<file path="src/rtl/swmon_pkg.sv">
package swmon_pkg;

  typedef struct packed {
    logic selected;
    logic cs_fall;
    logic sclk_fall;
    logic sclk_rise;
  } spi_evt_t;

endpackage

</file>
<file path="src/rtl/swmon_sync.sv">
module swmon_sync #(
  parameter int unsigned W = 1,
  parameter int unsigned STAGES = 2,
  parameter logic [W-1:0] RST_VAL = '0
) (
  input  logic         clk,
  input  logic         rst_n,
  input  logic [W-1:0] d,
  output logic [W-1:0] q
);

  for (genvar s = 0; s < STAGES; s++) begin : g_stage
    logic [W-1:0] r;
    if (s == 0) begin : g_first
      always_ff @(posedge clk or negedge rst_n) begin
        if (!rst_n) r <= RST_VAL;
        else        r <= d;
      end
    end else begin : g_next
      always_ff @(posedge clk or negedge rst_n) begin
        if (!rst_n) r <= RST_VAL;
        else        r <= g_stage[s-1].r;
      end
    end
  end

  assign q = g_stage[STAGES-1].r;

endmodule

</file>
<file path="src/rtl/swmon_spi_edges.sv">
module swmon_spi_edges
  import swmon_pkg::*;
(
  input  logic     clk,
  input  logic     rst_n,
  input  logic     cs_s,
  input  logic     sclk_s,
  output spi_evt_t evt
);

  logic cs_q;
  logic sclk_q;

  always_ff @(posedge clk or negedge rst_n) begin
    if (!rst_n) begin
      cs_q   <= 1'b1;
      sclk_q <= 1'b1;
    end else begin
      cs_q   <= cs_s;
      sclk_q <= sclk_s;
    end
  end

  always_comb begin
    evt.selected  = !cs_s;
    evt.cs_fall   = cs_q && !cs_s;
    evt.sclk_fall = sclk_q && !sclk_s && !cs_s;
    evt.sclk_rise = !sclk_q && sclk_s && !cs_s;
  end

  // a chip-select fall is never seen together with an unselected state
  p_fall_selects_r2: assert property (@(posedge clk) disable iff (!rst_n)
    evt.cs_fall |=> !cs_q);

endmodule

</file>
<file path="src/rtl/swmon_shifter.sv">
module swmon_shifter
  import swmon_pkg::*;
#(
  parameter int unsigned W = 16
) (
  input  logic         clk,
  input  logic         rst_n,
  input  spi_evt_t     evt,
  input  logic [W-1:0] snap,
  input  logic         sdin_s,
  output logic         sdout_data,
  output logic         sdout_oe
);

  logic [W-1:0] shreg;
  logic         hold;

  always_ff @(posedge clk or negedge rst_n) begin
    if (!rst_n) begin
      shreg <= '0;
      hold  <= 1'b0;
    end else begin
      if (evt.cs_fall)        shreg <= snap;
      else if (evt.sclk_rise) shreg <= {shreg[W-2:0], hold};
      if (evt.sclk_fall)      hold  <= sdin_s;
    end
  end

  assign sdout_data = shreg[W-1];
  assign sdout_oe   = evt.selected;

  p_load_r2: assert property (@(posedge clk) disable iff (!rst_n)
    evt.cs_fall |=> sdout_data == $past(snap[W-1]));

  p_shift_r3: assert property (@(posedge clk) disable iff (!rst_n)
    (evt.sclk_rise && !evt.cs_fall) |=> shreg[W-1:1] == $past(shreg[W-2:0]));

  p_insert_r4: assert property (@(posedge clk) disable iff (!rst_n)
    (evt.sclk_rise && !evt.cs_fall) |=> shreg[0] == $past(hold));

endmodule

</file>
<file path="src/rtl/swmon_change_irq.sv">
module swmon_change_irq #(
  parameter int unsigned W = 16,
  parameter int unsigned PRIME = 3
) (
  input  logic         clk,
  input  logic         rst_n,
  input  logic         cs_fall,
  input  logic [W-1:0] sw_s,
  input  logic         en_s,
  output logic         irq_drive_low
);

  localparam int unsigned CW = $clog2(PRIME + 1);

  logic [W-1:0]  ref_q;
  logic          pend;
  logic [CW-1:0] prime_cnt;
  logic          primed;
  logic          differs;

  assign primed  = (prime_cnt == CW'(PRIME));
  assign differs = (sw_s != ref_q);

  always_ff @(posedge clk or negedge rst_n) begin
    if (!rst_n) begin
      ref_q     <= '0;
      pend      <= 1'b0;
      prime_cnt <= '0;
    end else if (!primed) begin
      prime_cnt <= prime_cnt + 1'b1;
      ref_q     <= sw_s;
      pend      <= 1'b0;
    end else if (cs_fall) begin
      ref_q     <= sw_s;
      pend      <= 1'b0;
    end else if (differs) begin
      pend      <= 1'b1;
    end
  end

  assign irq_drive_low = pend && en_s;

  p_clear_r7: assert property (@(posedge clk) disable iff (!rst_n)
    cs_fall |=> !pend);

  p_raise_r6: assert property (@(posedge clk) disable iff (!rst_n)
    (primed && !cs_fall && differs) |=> pend);

  p_sticky_r6: assert property (@(posedge clk) disable iff (!rst_n)
    (primed && !cs_fall && pend) |=> pend);

  p_quiet_prime_r9: assert property (@(posedge clk) disable iff (!rst_n)
    !primed |=> !pend);

endmodule

</file>
<file path="src/rtl/swmon_top.sv">
module swmon_top
  import swmon_pkg::*;
#(
  parameter int unsigned WIDTH = 16,
  parameter int unsigned SYNC_STAGES = 2
) (
  input  logic             clk,
  input  logic             rst_n,
  input  logic             cs_n,
  input  logic             sclk,
  input  logic             sdin,
  output logic             sdout_data,
  output logic             sdout_oe,
  input  logic [WIDTH-1:0] sw_in,
  input  logic             irq_en,
  output logic             irq_drive_low
);

  localparam int unsigned CTRL_W = 4;
  localparam logic [CTRL_W-1:0] CTRL_IDLE = 4'b1100;
  localparam int unsigned PRIME = SYNC_STAGES + 1;

  logic [CTRL_W-1:0] ctrl_s;
  logic [WIDTH-1:0]  sw_s;
  spi_evt_t          evt;

  swmon_sync #(.W(CTRL_W), .STAGES(SYNC_STAGES), .RST_VAL(CTRL_IDLE)) i_ctrl_sync (
    .clk(clk), .rst_n(rst_n), .d({cs_n, sclk, sdin, irq_en}), .q(ctrl_s)
  );

  swmon_sync #(.W(WIDTH), .STAGES(SYNC_STAGES), .RST_VAL('0)) i_sw_sync (
    .clk(clk), .rst_n(rst_n), .d(sw_in), .q(sw_s)
  );

  swmon_spi_edges i_edges (
    .clk(clk), .rst_n(rst_n), .cs_s(ctrl_s[3]), .sclk_s(ctrl_s[2]), .evt(evt)
  );

  swmon_shifter #(.W(WIDTH)) i_shift (
    .clk(clk), .rst_n(rst_n), .evt(evt), .snap(sw_s), .sdin_s(ctrl_s[1]),
    .sdout_data(sdout_data), .sdout_oe(sdout_oe)
  );

  swmon_change_irq #(.W(WIDTH), .PRIME(PRIME)) i_irq (
    .clk(clk), .rst_n(rst_n), .cs_fall(evt.cs_fall), .sw_s(sw_s),
    .en_s(ctrl_s[0]), .irq_drive_low(irq_drive_low)
  );

  p_hiz_r5: assert property (@(posedge clk) disable iff (!rst_n)
    ($past(cs_n, 1) && $past(cs_n, 2) && $past(cs_n, 3)) |-> !sdout_oe);

  p_gate_r8: assert property (@(posedge clk) disable iff (!rst_n)
    (!$past(irq_en, 1) && !$past(irq_en, 2) && !$past(irq_en, 3)) |-> !irq_drive_low);

endmodule

</file>
<file path="config.mk">
export PLATFORM = sky130hd
export DESIGN_NAME = swmon_top
export DESIGN_NICKNAME = d
export VERILOG_FILES = /design/src/rtl/swmon_pkg.sv /design/src/rtl/swmon_sync.sv /design/src/rtl/swmon_spi_edges.sv /design/src/rtl/swmon_shifter.sv /design/src/rtl/swmon_change_irq.sv /design/src/rtl/swmon_top.sv
export SDC_FILE = /design/constraint.sdc
export NUM_CORES = 1
export LEC_CHECK = 0
export BUFFER_PORTS_ARGS = -buffer_cell sky130_fd_sc_hd__buf_2
export CAP_MARGIN = 15
export CORE_MARGIN = 4
export CORE_UTILIZATION = 52
export DETAILED_ROUTE_END_ITERATION = 6
export PLACE_DENSITY = 0.71
export SKIP_LAST_GASP = 1
export SYNTH_ARGS = -nofsm -noshare
export SYNTH_HDL_FRONTEND = slang
export SYNTH_SLANG_ARGS = --single-unit
</file>
<file path="constraint.sdc">
create_clock -name clk -period 1.4 [get_ports clk]
set_input_delay 0.21 -clock clk [delete_from_list [all_inputs] [get_ports clk]]
set_output_delay 0.21 -clock clk [all_outputs]
set_load 0.005 [all_outputs]
</file>
# Word-level counts from Yosys, hierarchy flattened
# Cells that the tools add are included.
[op_classes] n_mul=0 n_eq_ne=4 div_mod_pow=0 addsub=1 magnitude_cmp=0 n_reduce_logical=10 n_bitwise=0 muxes=7 shift=0
[ops] op="$mux 16" n=4
[ops] op="$ne 16x16->1" n=1
[ops] op="$logic_and 1x1->1" n=6
[ops] op="$logic_not 1->1" n=3
[ops] op="$mux 1" n=3
[ops] op="$ne 3x2->1 const B" n=1
[ops] op="$add 2x1->2 const B" n=1
[ops] op="$eq 2x2->1 const B" n=1
[ops] op="$ne 2x1->1 const B" n=1
[ops] op="$reduce_bool 2->1" n=1
[totals] n_memories=0 ff_bits=78 romBits=0 latch_bits=0 ramBits=0 input_bits=22

# Logic depth before layout (Yosys ltp)
# Gate-level depths: netlist (run 1).
[depth] word_depth=5 ltp_mapped=5 mapped_depth_nobuf=4

# By module
# Synthesis (run 1) repeated with hierarchy kept, for this count alone.
[unflattened] cells_unflattened=183 hier_area_um2=2816.5
[by_module_without_submodules] module="swmon_change_irq" area_each_um2=944.7 instances=1 cells_per_inst=65 seq_area_each_um2=475.5
[by_module_without_submodules] module="swmon_sync at i_sw_sync" area_each_um2=800.8 instances=1 cells_per_inst=32 seq_area_each_um2=800.8
[by_module_without_submodules] module="swmon_shifter" area_each_um2=788.3 instances=1 cells_per_inst=72 seq_area_each_um2=425.4
[by_module_without_submodules] module="swmon_sync at i_ctrl_sync" area_each_um2=205.2 instances=1 cells_per_inst=8 seq_area_each_um2=205.2
[by_module_without_submodules] module="swmon_spi_edges" area_each_um2=77.6 instances=1 cells_per_inst=6 seq_area_each_um2=52.6

# Least setup slack after synthesis (run 1)
# OpenSTA, ideal clock, no wires.
[synth_timing] path_type="flip-flop to flip-flop" start="reg i_ctrl_sync.g_stage[1].r[3] (netlist: i_ctrl_sync.q[3])" end="reg i_irq.ref_q[10]" path_stages_with_launch=6 period_less_slack_ps=1382 arrival_time_ps=1257 setup_slack_ps=18 path_buffers=1 cell_sequence="dfstp_2 -> inv_2 -> nand2_4 -> nand2_4 -> buf_6 -> mux2_4"
[synth_between] elab_chain_len=3
[synth_rtl] item="start: declaration" line_no="swmon_sync.sv:13" rtl="logic [W-1:0] r;"
[synth_rtl] item="start signal: assignment" line_no="swmon_sync.sv:22" rtl="else r <= g_stage[s-1].r;"
[synth_rtl] item="$logic_not 1->1"
[synth_rtl] item="via sdout_oe" line_no="swmon_top.sv:13" rtl="output logic sdout_oe,"
[synth_rtl] item="$logic_and 1x1->1" line_no="swmon_spi_edges.sv:26" rtl="evt.cs_fall = cs_q && !cs_s;"
[synth_rtl] item="$ne 2x1->1 (no line)"
[synth_rtl] item="end signal: assignment" line_no="swmon_change_irq.sv:31" rtl="ref_q <= sw_s;"
[synth_rtl] item="end signal: assignment" line_no="swmon_change_irq.sv:34" rtl="ref_q <= sw_s;"
[synth_rtl] item="end: declaration" line_no="swmon_change_irq.sv:15" rtl="logic [W-1:0] ref_q;"
# The timed path passes the listed nets, and every way through them passes these cells.
# A chain may end at the register's enable or synchronous reset.

# Worst setup path after layout (run 1)
[layout_timing] start="reg i_irq.prime_cnt[0]" end="reg i_irq.ref_q[0]"
[layout_between] elab_chain_len=2
[layout_rtl] item="start: declaration" line_no="swmon_change_irq.sv:17" rtl="logic [CW-1:0] prime_cnt;"
[layout_rtl] item="start signal: assignment" line_no="swmon_change_irq.sv:30" rtl="prime_cnt <= prime_cnt + 1'b1;"
[layout_rtl] item="$eq 2x2->1 *" line_no="swmon_change_irq.sv:21" rtl="assign primed = (prime_cnt == CW'(PRIME));"
[layout_rtl] item="$ne 2x1->1 (no line) / $mux 16 (equally long branches)"
# Mark *: on every way between the ends. The rest lies on a longest branch, timed or not.

==> results of run 1 <==
-- power breakdown --
group / total [mW] / switching (mW) / leakage [nW] / internal (mW)
clock network: 1.64 / 0.764 / 0.0995 / 0.875
logic: 0.530 / 0.220 / 0.574 / 0.309
registers: 2.64 / 0.151 / 0.914 / 2.49
total: 4.81 / 1.14 / 1.59 / 3.68
-- flip-flops by register name, summed over array words and instances, names as in the netlist --
register	count
i_irq.ref_q	16
i_shift.shreg	16
i_sw_sync.g_stage.r	16
i_sw_sync.q	16
i_ctrl_sync.g_stage.r	4
i_ctrl_sync.q	4
i_irq.prime_cnt	2
i_edges.cs_q	1
i_edges.sclk_q	1
i_irq.pend	1
i_shift.hold	1
-- layout make-up --
class	instances	area [um^2]
Clock inverter	5	60.06
Multi-Input combinational cell	97	788.3
Clock buffer	11	141.4
Inverter	1	3.754
Fill cell	388	1684
Sequential cell	78	1959
Timing Repair Buffer	51	415.4
Tap cell	70	87.58
-- layout by cell type (no fill, tap or decap), drive strengths merged --
cell type,n
nor2b,1
nand4,3
clkinv,3
xor2,1
nand2,18
bufinv,1
dfrtp,72
inv,1
a21oi,1
ha,1
and2,1
o21ai,17
xnor2,16
clkbuf,11
nor3,2
nand3,1
clkinvlp,1
nor3b,1
dlygate4sd3,21
mux2i,16
dfstp,6
mux2,18
buf,30
-- timing repair --
action,CTS,global route
hold buffers,21,0
hold endpoints to repair,41,0
setup endpoints to repair,0,11
resized for setup,0,1
-- per-layer routing --
metal  up-vias  share of wire [%]  global-route usage, %
met5         -                  0                      0
met3         8                4.3                  5.765
met1       763                 43                  20.00
li1        723                  -                      -
met4         0                2.2                  8.953
met2        29                 50                  26.27
-- logic make-up (layout without fill, tap and decap cells) --
group | count (synthesis) | count (layout) | share of synthesized area (%)
fa+ha+maj | 1 | 1 | 0.4494
compound gates | 18 | 18 | 3.236
mux | 34 | 34 | 14.25
xor+xnor | 17 | 17 | 5.348
simple gates | 27 | 27 | 4.899
buf+inv | 6 | 68 | 1.438
flops | 78 | 78 | 70.38
-- stage by stage --
step	cell area [um^2]	total power, mW	TNS, ps	hold slack, ps
global route	3456	5.058	-149.3	330.5
global placement	3040	3.131	0	121.7
detailed placement	3040	3.172	0	128.1
finish	3456	4.813	0	319.7
CTS	3452	4.884	0	306.6
floorplan	2784	2.971	0	-85.59
-- critical path, stage by stage, from the launching register on --
cell and delay [ps]:
dfrtp_1 400, ha_1 250, nand2_4 250, mux2_2 380
-- worst min-delay path by stage --
stage                from                                     to  slack [ps]  cells past startpoint
finish              rst_n               i_sw_sync.q[5]$_DFF_PN0_         320                      2
global route        rst_n               i_sw_sync.q[5]$_DFF_PN0_         330                      2
CTS                 rst_n               i_sw_sync.q[5]$_DFF_PN0_         310                      2
detailed placement  rst_n               i_sw_sync.q[5]$_DFF_PN0_         130                      1
global placement    rst_n               i_sw_sync.q[5]$_DFF_PN0_         120                      1
floorplan           rst_n  i_ctrl_sync.g_stage[0].r[0]$_DFF_PN0_         -90                      0
==> impl_metrics.csv, run 1 <==
group,metric,value,unit
critical_path,crit_type,"reg -> reg",
yosys,synth_edf_count,0,
pwr,p_leak,1.587,nW
global_route,gr-usage-all-layers,16.61,%
placed_design,dp_slack,3.458,ps
critical_path,r2r-end,"i_irq.ref_q[0]$_DFFE_PN0N_",
critical_path,crit_path_start,"i_irq.prime_cnt[0]$_DFFE_PN0P_",
detailed_routing,dr.pass1.iters,4,
yosys,yosysMostFrequentCell,"dfrtp_1",
detailed_routing,ant_nets,0,
yosys,synth_common_cells,"dfrtp_1 (72), mux2i_1 (16), nand2_1 (16), xnor2_1 (16), o21ai_0 (14)",
floorplanning,ios,25,
placed_design,dp.final_hpwl,2909,um
critical_path,reg2reg_from,"i_irq.prime_cnt[0]$_DFFE_PN0P_",
final_layout,area_growth,24.13,%
yosys,ys_warn_count,0,
floorplanning,dieArea,0.006589,mm^2
global_route,grt_pass1_vias,1690,
global_route,grt_overflow,0,
clock_tree,h-tree-depth,3,
outcome,outcome,"completed",
placed_design,gp_congestion,0.7745,
final_layout,finalNetCount,261,
clock_tree,clk_latency,340,ps
yosys,yosysTopAreaCellShare,64.72,%
global_route,antenna_found_initial,0,
floorplanning,initial_core_util,54.16,%
sta,rsz0062_at_grt,"true",
yosys,synth_top_area_cell,"dfrtp_1",
detailed_routing,drc,0,
yosys,synth_fp_nets,204,
worst_hold_path,holdCritPathClass,"in -> async",
final_layout,stdcell_count,313,
global_route,grt_max_degree,41,
sta,finalHoldViolations,0,
detailed_routing,avgRoutedWirePerCell,14.39,um
clock_tree,cts_root_buffer,"clkbuf_8",
yosys,ys_seq_area_share,70.38,%
final_layout,diodes,0,
critical_path,cp-start-kind,"register",
sta,relSlewSlack,79.29,%
yosys,avgSynthCellArea,15.38,um^2
critical_path,rr_worst_depth,3,
sta,period_share,99.16,%
critical_path,required,1620,ps
yosys,synth_seq_cells,78,
critical_path,cp_data_arrival_time,1610,ps
clock_tree,cts_buffers,9,
critical_path,endpoint_kind,"register",
placed_design,io_buffers,24,
detailed_routing,vias,1523,
sta,setup_violations,0,
clock_tree,cts_num_sinks,78,
sta,period_minus_slack,1388,ps
yosys,synth_cell_types,23,
clock_tree,cts_max_path_buffers,2,
detailed_routing,drtIter0Drc,83,
yosys,synthTopCellsByArea,"dfrtp_1 (65%), mux2i_1 (5.8%), dfstp_2 (5.7%)",
floorplanning,rows,26,
critical_path,worst-r2r-setup-slack,10,ps
clock_tree,cts_setup_buffers,0,
yosys,syn_inst,181,
clock_tree,path_clk_slew,70,ps
floorplanning,die_w,81.17,um
flow_run,drv_cap,0,
critical_path,crit_end,"i_irq.ref_q[0]$_DFFE_PN0N_",
yosys,syn_area,0.002784,mm^2
pwr,cellPowerDensity,1393,mW/mm^2
final_layout,drive_gt1_share,30.04,%
sta,max_freq,720.4,MHz
sta,report.final.slew_viol_count,0,
yosys,synth-main-ff-cell,"dfrtp_1",
critical_path,cp_max_fo,17,
yosys,async_flop_share,100.0,%
pwr,ir_worst_vdd,0.0009797,V
floorplanning,coreArea,0.005140,mm^2
sta,layout_setup_ws,11.81,ps
global_route,grt_pass1_wl,7935,um
final_layout,final_util,67.23,%
detailed_routing,vias_per_cell,4.866,
floorplanning,die_h,81.17,um
detailed_routing,routed_wl,4503,um
sta,fin_skew,6.238,ps
sta,worst_pin_slew,310.7,ps
placed_design,placed_cells,276,
clock_tree,cts_tree,"built",
Note: power is estimated with default switching activity, not from simulation.
==> run 2, diff against run 1 <==
--- a/config.mk
+++ b/config.mk
@@ -7,10 +7,13 @@
 export LEC_CHECK = 0
 export BUFFER_PORTS_ARGS = -buffer_cell sky130_fd_sc_hd__buf_2
 export CAP_MARGIN = 15
+export CELL_PAD_IN_SITES_DETAIL_PLACEMENT = 0
+export CELL_PAD_IN_SITES_GLOBAL_PLACEMENT = 1
 export CORE_MARGIN = 4
-export CORE_UTILIZATION = 52
+export CORE_UTILIZATION = 44
 export DETAILED_ROUTE_END_ITERATION = 6
 export PLACE_DENSITY = 0.71
+export RECOVER_POWER = 25
 export SKIP_LAST_GASP = 1
 export SYNTH_ARGS = -nofsm -noshare
 export SYNTH_HDL_FRONTEND = slang
==> impl_metrics.csv, run 2 (synthesis gave the netlist of run 1 again) <==
group,metric,value,unit
floorplanning,die_h,87.55,um
clock_tree,path_clk_slew,80,ps
pwr,cellPowerDensity,1430,mW/mm^2
sta,worst_pin_slew,372.4,ps
global_route,gr-usage-all-layers,13.71,%
sta,max_freq,723.3,MHz
critical_path,endpoint_kind,"register",
clock_tree,cts_setup_buffers,0,
sta,setup_violations,0,
placed_design,dp_slack,32.51,ps
sta,report.final.slew_viol_count,0,
clock_tree,cts_root_buffer,"clkbuf_8",
pwr,switching_share,23.39,%
clock_tree,cts_num_sinks,78,
detailed_routing,ant_nets,0,
final_layout,finalNetCount,262,
final_layout,mostFrequentLayoutCell,"dfrtp_1",
global_route,grt_pass1_vias,1684,
critical_path,required,1630,ps
critical_path,cp_data_arrival_time,1620,ps
detailed_routing,avgRoutedWirePerCell,13.61,um
flow_run,drv_cap,0,
clock_tree,cts_max_path_buffers,2,
outcome,outcome,"completed",
critical_path,reg2reg_from,"i_irq.prime_cnt[0]$_DFFE_PN0P_",
pwr,combPwrFrac,10.3,%
critical_path,r2r-end,"i_irq.ref_q[3]$_DFFE_PN0N_",
clock_tree,cts_tree,"built",
final_layout,multi_input_area,784.5,um^2
clock_tree,clk_latency,350,ps
global_route,antenna_found_initial,0,
pwr,p_switching,1.162,mW
critical_path,rr_worst_depth,3,
sta,rsz0062_at_grt,"true",
global_route,grt_overflow,0,
critical_path,worst-r2r-setup-slack,20,ps
final_layout,regArea,0.001959,mm^2
final_layout,area_growth,24.76,%
detailed_routing,routed_wl,4342,um
final_layout,diodes,0,
pwr,p_int,3.805,mW
detailed_routing,vias,1507,
sta,period_share,98.75,%
final_layout,stdcell_count,319,
placed_design,gp_congestion,0.7153,
critical_path,cp-start-kind,"register",
sta,layout_setup_ws,17.46,ps
floorplanning,rows,28,
floorplanning,die_w,87.55,um
critical_path,cp_max_fo,17,
detailed_routing,dr.pass1.iters,4,
detailed_routing,drtIter0Drc,49,
pwr,power.total,4.966,mW
floorplanning,initial_core_util,46.20,%
floorplanning,coreArea,0.006026,mm^2
global_route,grt_pass1_wl,7803,um
worst_hold_path,holdCritPathClass,"in -> async",
sta,fin_skew,6.270,ps
critical_path,crit_type,"reg -> reg",
final_layout,fillCellCount,496,
global_route,grt_max_degree,36,
floorplanning,ios,25,
final_layout,drive_gt1_share,30.33,%
placed_design,placed_cells,282,
final_layout,final_cell_mix,"dfrtp_1 (72), buf_2 (23), dlygate4sd3_1 (21)",
clock_tree,h-tree-depth,3,
clock_tree,ctsResizeCount,0,
sta,period_minus_slack,1383,ps
sta,relSlewSlack,75.17,%
critical_path,crit_path_start,"i_irq.prime_cnt[0]$_DFFE_PN0P_",
pwr,p_leak,1.596,nW
pwr,clkPwrFrac,36.6,%
placed_design,io_buffers,24,
placed_design,dp.final_hpwl,2966,um
detailed_routing,vias_per_cell,4.724,
pwr,ir_worst_vdd,0.0008698,V
detailed_routing,drc,0,
floorplanning,dieArea,0.007664,mm^2
clock_tree,cts_buffers,9,
sta,finalHoldViolations,0,
pwr,seqPwrFrac,53.1,%
## run 2: changes by cell type in the layout (fill, tap and decap cells not counted), sizes merged
cell      before  now
clkinv         3    2
inv            1    2
bufinv         1    2
clkinvlp       1    2
buf           30   31
clkbuf        11    9
## run 2: how the worst max path moves through the flow
stage                     slack (ps)  cells past startpoint                     endpoint
after floorplan                   20                      5  i_irq.ref_q[10]$_DFFE_PN0N_
after global placement            60                      3   i_irq.ref_q[1]$_DFFE_PN0N_
after detailed placement          30                      3   i_irq.ref_q[2]$_DFFE_PN0N_
after CTS                         10                      3  i_irq.ref_q[15]$_DFFE_PN0N_
after global routing             -30                      3  i_irq.ref_q[15]$_DFFE_PN0N_
final                             20                      3   i_irq.ref_q[3]$_DFFE_PN0N_
## run 2: layer usage
layer | vias to the layer above | part of all wire (%) | global-route usage [%]
li1 | 725 | - | -
met1 | 746 | 44 | 16.51
met2 | 28 | 49 | 21.58
met3 | 8 | 4.8 | 5.362
met4 | 0 | 2.3 | 6.695
met5 | - | 0 | 0
## run 2: power by group through the flow
stage                     Combinational, mW  Sequential [mW]  Clock [mW]
after CTS                             0.525             2.64        1.89
after global routing                  0.585             2.67        2.00
after detailed placement              0.479             2.68           0
final                                 0.512             2.64        1.82
after floorplan                       0.333             2.64           0
after global placement                0.464             2.67           0
## run 2: final cells by class
type	count	share of cell area (%)
Tap cell	75	2.702
Multi-Input combinational cell	97	22.59
Clock buffer	9	3.566
Timing Repair Buffer	52	11.82
Inverter	1	0.1081
Sequential cell	78	56.41
Clock inverter	7	2.810
## run 2: per-stage QoR
stage / hold WS, ps / util (%) / cell area, um^2 / setup TNS [ps]
finish: 247.0 / 57.64 / 3473 / 0
floorplan: -85.59 / - / 2784 / 0
global route: 251.3 / 57.64 / 3473 / -138.1
CTS: 238.8 / 57.64 / 3473 / 0
global placement: 71.69 / 50.48 / 3042 / 0
detailed placement: 74.13 / 50.48 / 3042 / 0
## run 2: critical path: stages, from the launching register on
cell and delay, ps:
dfrtp_1 400, ha_1 250, nand2_4 250, mux2_2 370
## run 2: what timing repair did
| item | in CTS | in global routing |
|---|---|---|
| endpoints found under the hold margin | 68 | 0 |
| endpoints found under the setup margin | 0 | 10 |
| hold buffers | 21 | 0 |
==> run 3, diff against run 2 <==
--- a/config.mk
+++ b/config.mk
@@ -5,14 +5,16 @@
 export SDC_FILE = /design/constraint.sdc
 export NUM_CORES = 1
 export LEC_CHECK = 0
+export ABC_AREA = 1
 export BUFFER_PORTS_ARGS = -buffer_cell sky130_fd_sc_hd__buf_2
 export CAP_MARGIN = 15
 export CELL_PAD_IN_SITES_DETAIL_PLACEMENT = 0
 export CELL_PAD_IN_SITES_GLOBAL_PLACEMENT = 1
 export CORE_MARGIN = 4
-export CORE_UTILIZATION = 44
+export CORE_UTILIZATION = 41
 export DETAILED_ROUTE_END_ITERATION = 6
-export PLACE_DENSITY = 0.71
+export GPL_ROUTABILITY_DRIVEN = 0
+export PLACE_DENSITY = 0.7
 export RECOVER_POWER = 25
 export SKIP_LAST_GASP = 1
 export SYNTH_ARGS = -nofsm -noshare
==> impl_metrics.csv, run 3 <==
group,metric,value,unit
detailed_routing,ant_nets,0,
clock_tree,cts_buffers,9,
final_layout,finalNetCount,361,
sta,period_share,93.19,%
yosys,synth_top_area_cell,"dfrtp_1",
critical_path,crit_path_start,"i_ctrl_sync.q[2]$_DFF_PN1_",
yosys,synth_fp_nets,303,
critical_path,endpoint_kind,"register",
detailed_routing,dr.pass1.iters,4,
outcome,outcome,"completed",
critical_path,crit_type,"reg -> reg",
sta,max_freq,766.5,MHz
critical_path,rr_worst_depth,5,
global_route,grt_overflow,0,
pwr,p_int,3.695,mW
sta,rsz0062_at_grt,"true",
pwr,seqPwrFrac,53.7,%
final_layout,diodes,0,
floorplanning,die_h,92.13,um
critical_path,cp_data_arrival_time,1560,ps
detailed_routing,wl_met2,2401,um
critical_path,crit_end,"i_shift.shreg[8]$_DFFE_PN0P_",
final_layout,area_growth,25.01,%
placed_design,dp_slack,108.8,ps
floorplanning,initial_core_util,42.47,%
critical_path,cp-start-kind,"register",
detailed_routing,wl_met3,177,um
clock_tree,cts_max_path_buffers,2,
pwr,p_leak,1.748,nW
detailed_routing,met1_length,2590,um
sta,worst_pin_slew,251.1,ps
yosys,ys_seq_area_share,67.53,%
final_layout,final_cell_mix,"nand2_1 (75), dfrtp_1 (72), inv_1 (29)",
critical_path,r2r-end,"i_shift.shreg[8]$_DFFE_PN0P_",
final_layout,mostFrequentLayoutCell,"nand2_1",
floorplanning,ios,25,
sta,relSlewSlack,83.26,%
clock_tree,cts_tree,"built",
worst_hold_path,holdCritPathClass,"in -> async",
clock_tree,path_clk_slew,80,ps
yosys,synth_edf_count,0,
placed_design,io_buffers,24,
clock_tree,clk_latency,340,ps
sta,report.final.slew_viol_count,0,
global_route,antenna_found_initial,0,
detailed_routing,top_layer,"met4",
floorplanning,coreArea,0.006832,mm^2
global_route,grt_pass1_vias,1988,
yosys,syn_inst,280,
sta,period_minus_slack,1305,ps
critical_path,worst-r2r-setup-slack,100,ps
pwr,clkPwrFrac,35.4,%
yosys,synth_common_cells,"nand2_1 (75), dfrtp_1 (72), inv_1 (29)",
detailed_routing,drc,0,
critical_path,cp_max_fo,32,
sta,whs,269.5,ps
clock_tree,h-tree-depth,3,
detailed_routing,vias,1916,
yosys,async_flop_share,100.0,%
detailed_routing,routed_wl,5228,um
clock_tree,cts_num_sinks,78,
pwr,p_switching,1.167,mW
detailed_routing,avgRoutedWirePerCell,11.94,um
yosys,synth_seq_cells,78,
yosys,yosysTopAreaCellShare,62.10,%
yosys,ys_warn_count,0,
sta,fin_skew,5.718,ps
global_route,grt_max_degree,46,
pwr,switching_share,24.01,%
pwr,ir_worst_vdd,0.0007249,V
flow_run,drv_cap,0,
floorplanning,rows,30,
floorplanning,dieArea,0.008487,mm^2
yosys,synth-main-ff-cell,"dfrtp_1",
floorplanning,die_w,92.13,um
yosys,synth_cell_types,20,
sta,layout_setup_ws,95.30,ps
critical_path,reg2reg_from,"i_ctrl_sync.q[2]$_DFF_PN1_",
final_layout,drive_gt1_share,18.71,%
clock_tree,cts_root_buffer,"clkbuf_8",
sta,finalHoldViolations,0,
pwr,combPwrFrac,11.0,%
yosys,yosysMostFrequentCell,"nand2_1",
global_route,gr-usage-all-layers,14.59,%
yosys,syn_area,0.002902,mm^2
critical_path,required,1660,ps
placed_design,dp.final_hpwl,3435,um
detailed_routing,vias_per_cell,4.374,
sta,setup_violations,0,
global_route,grt_pass1_wl,9480,um
detailed_routing,drtIter0Drc,93,
pwr,cellPowerDensity,1341,mW/mm^2
yosys,avgSynthCellArea,10.36,um^2
yosys,synthTopCellsByArea,"dfrtp_1 (62%), nand2_1 (9.7%), dfstp_2 (5.4%)",
[run 3: cell types whose count changed after synthesis, sizes merged, moves of 20 or more]
cell and change:
inv +29, nor2 +25, nand3 +20, nand2 +59
[run 3: power by group through the flow]
stage	combinational (mW)	clock (mW)	sequential, mW
2_1_floorplan	0.336	0	2.62
3_3_place_gp	0.482	0	2.65
3_5_place_dp	0.493	0	2.65
4_1_cts	0.549	1.79	2.61
5_1_grt	0.631	1.89	2.64
6_report	0.534	1.72	2.61
[run 3: what timing repair did]
| action | CTS | global route |
|---|---|---|
| setup endpoints to repair | 1 | 12 |
| setup buffers | 2 | 0 |
| cloned | 0 | 0 |
| hold endpoints to repair | 34 | 0 |
| hold buffers | 21 | 0 |
| gates resized for setup | 4 | 1 |
[run 3: metal layers]
layer	global-route usage (%)	vias to the layer above
li1	-	997
met1	19.87	886
met2	21.78	27
met3	4.430	6
met4	5.941	0
met5	0	-
[run 3: kinds of logic after synthesis]
logic type               count (synthesis)  share of synthesized area (%)
AO/OA/AOI/OAI                           31                          6.598
XOR/XNOR                                 4                          1.207
adder cells (fa/ha/maj)                  1                         0.4312
buffers and inverters                   40                          6.080
flip-flops                              78                          67.53
multiplexers                             2                         0.7761
AND/OR/NAND/NOR                        124                          17.38
[run 3: worst min path at each step]
stage | start | endpoint | slack (ps) | cells past startpoint
finish | rst_n | i_sw_sync.g_stage[0].r[1]$_DFF_PN0_ | 270 | 2
global route | rst_n | i_sw_sync.g_stage[0].r[1]$_DFF_PN0_ | 280 | 2
CTS | rst_n | i_sw_sync.g_stage[0].r[1]$_DFF_PN0_ | 250 | 2
detailed placement | rst_n | i_sw_sync.g_stage[0].r[1]$_DFF_PN0_ | 80 | 1
global placement | rst_n | i_sw_sync.g_stage[0].r[1]$_DFF_PN0_ | 80 | 1
floorplan | rst_n | i_ctrl_sync.g_stage[0].r[0]$_DFF_PN0_ | -90 | 0
[run 3: stage by stage]
step | setup TNS (ps) | cells | util [%] | power [mW] | instance area [um^2]
finish | 0 | 438 | 53.10 | 4.862 | 3627
global route | -2.414 | 438 | 53.10 | 5.162 | 3627
CTS | 0 | 439 | 53.24 | 4.954 | 3637
detailed placement | 0 | 401 | 46.67 | 3.144 | 3188
global placement | 0 | 401 | 46.67 | 3.128 | 3188
floorplan | 0 | 280 | - | 2.953 | 2902
[run 3: cell type report]
class	instances	area [um^2]
clock buffer	12	165.2
clock inverter	3	42.54
fill	647	3204
inverter	30	115.1
multi-input combinational	162	770.7
sequential	78	1959
tap	96	120.1
timing repair buffer	57	454.2
[run 3: critical path: stages (launching register included)]
cell,delay [ps]
dfstp_2,530
inv_1,70
o31ai_4,210
buf_12,210
nor2_1,50
a31oi_1,150
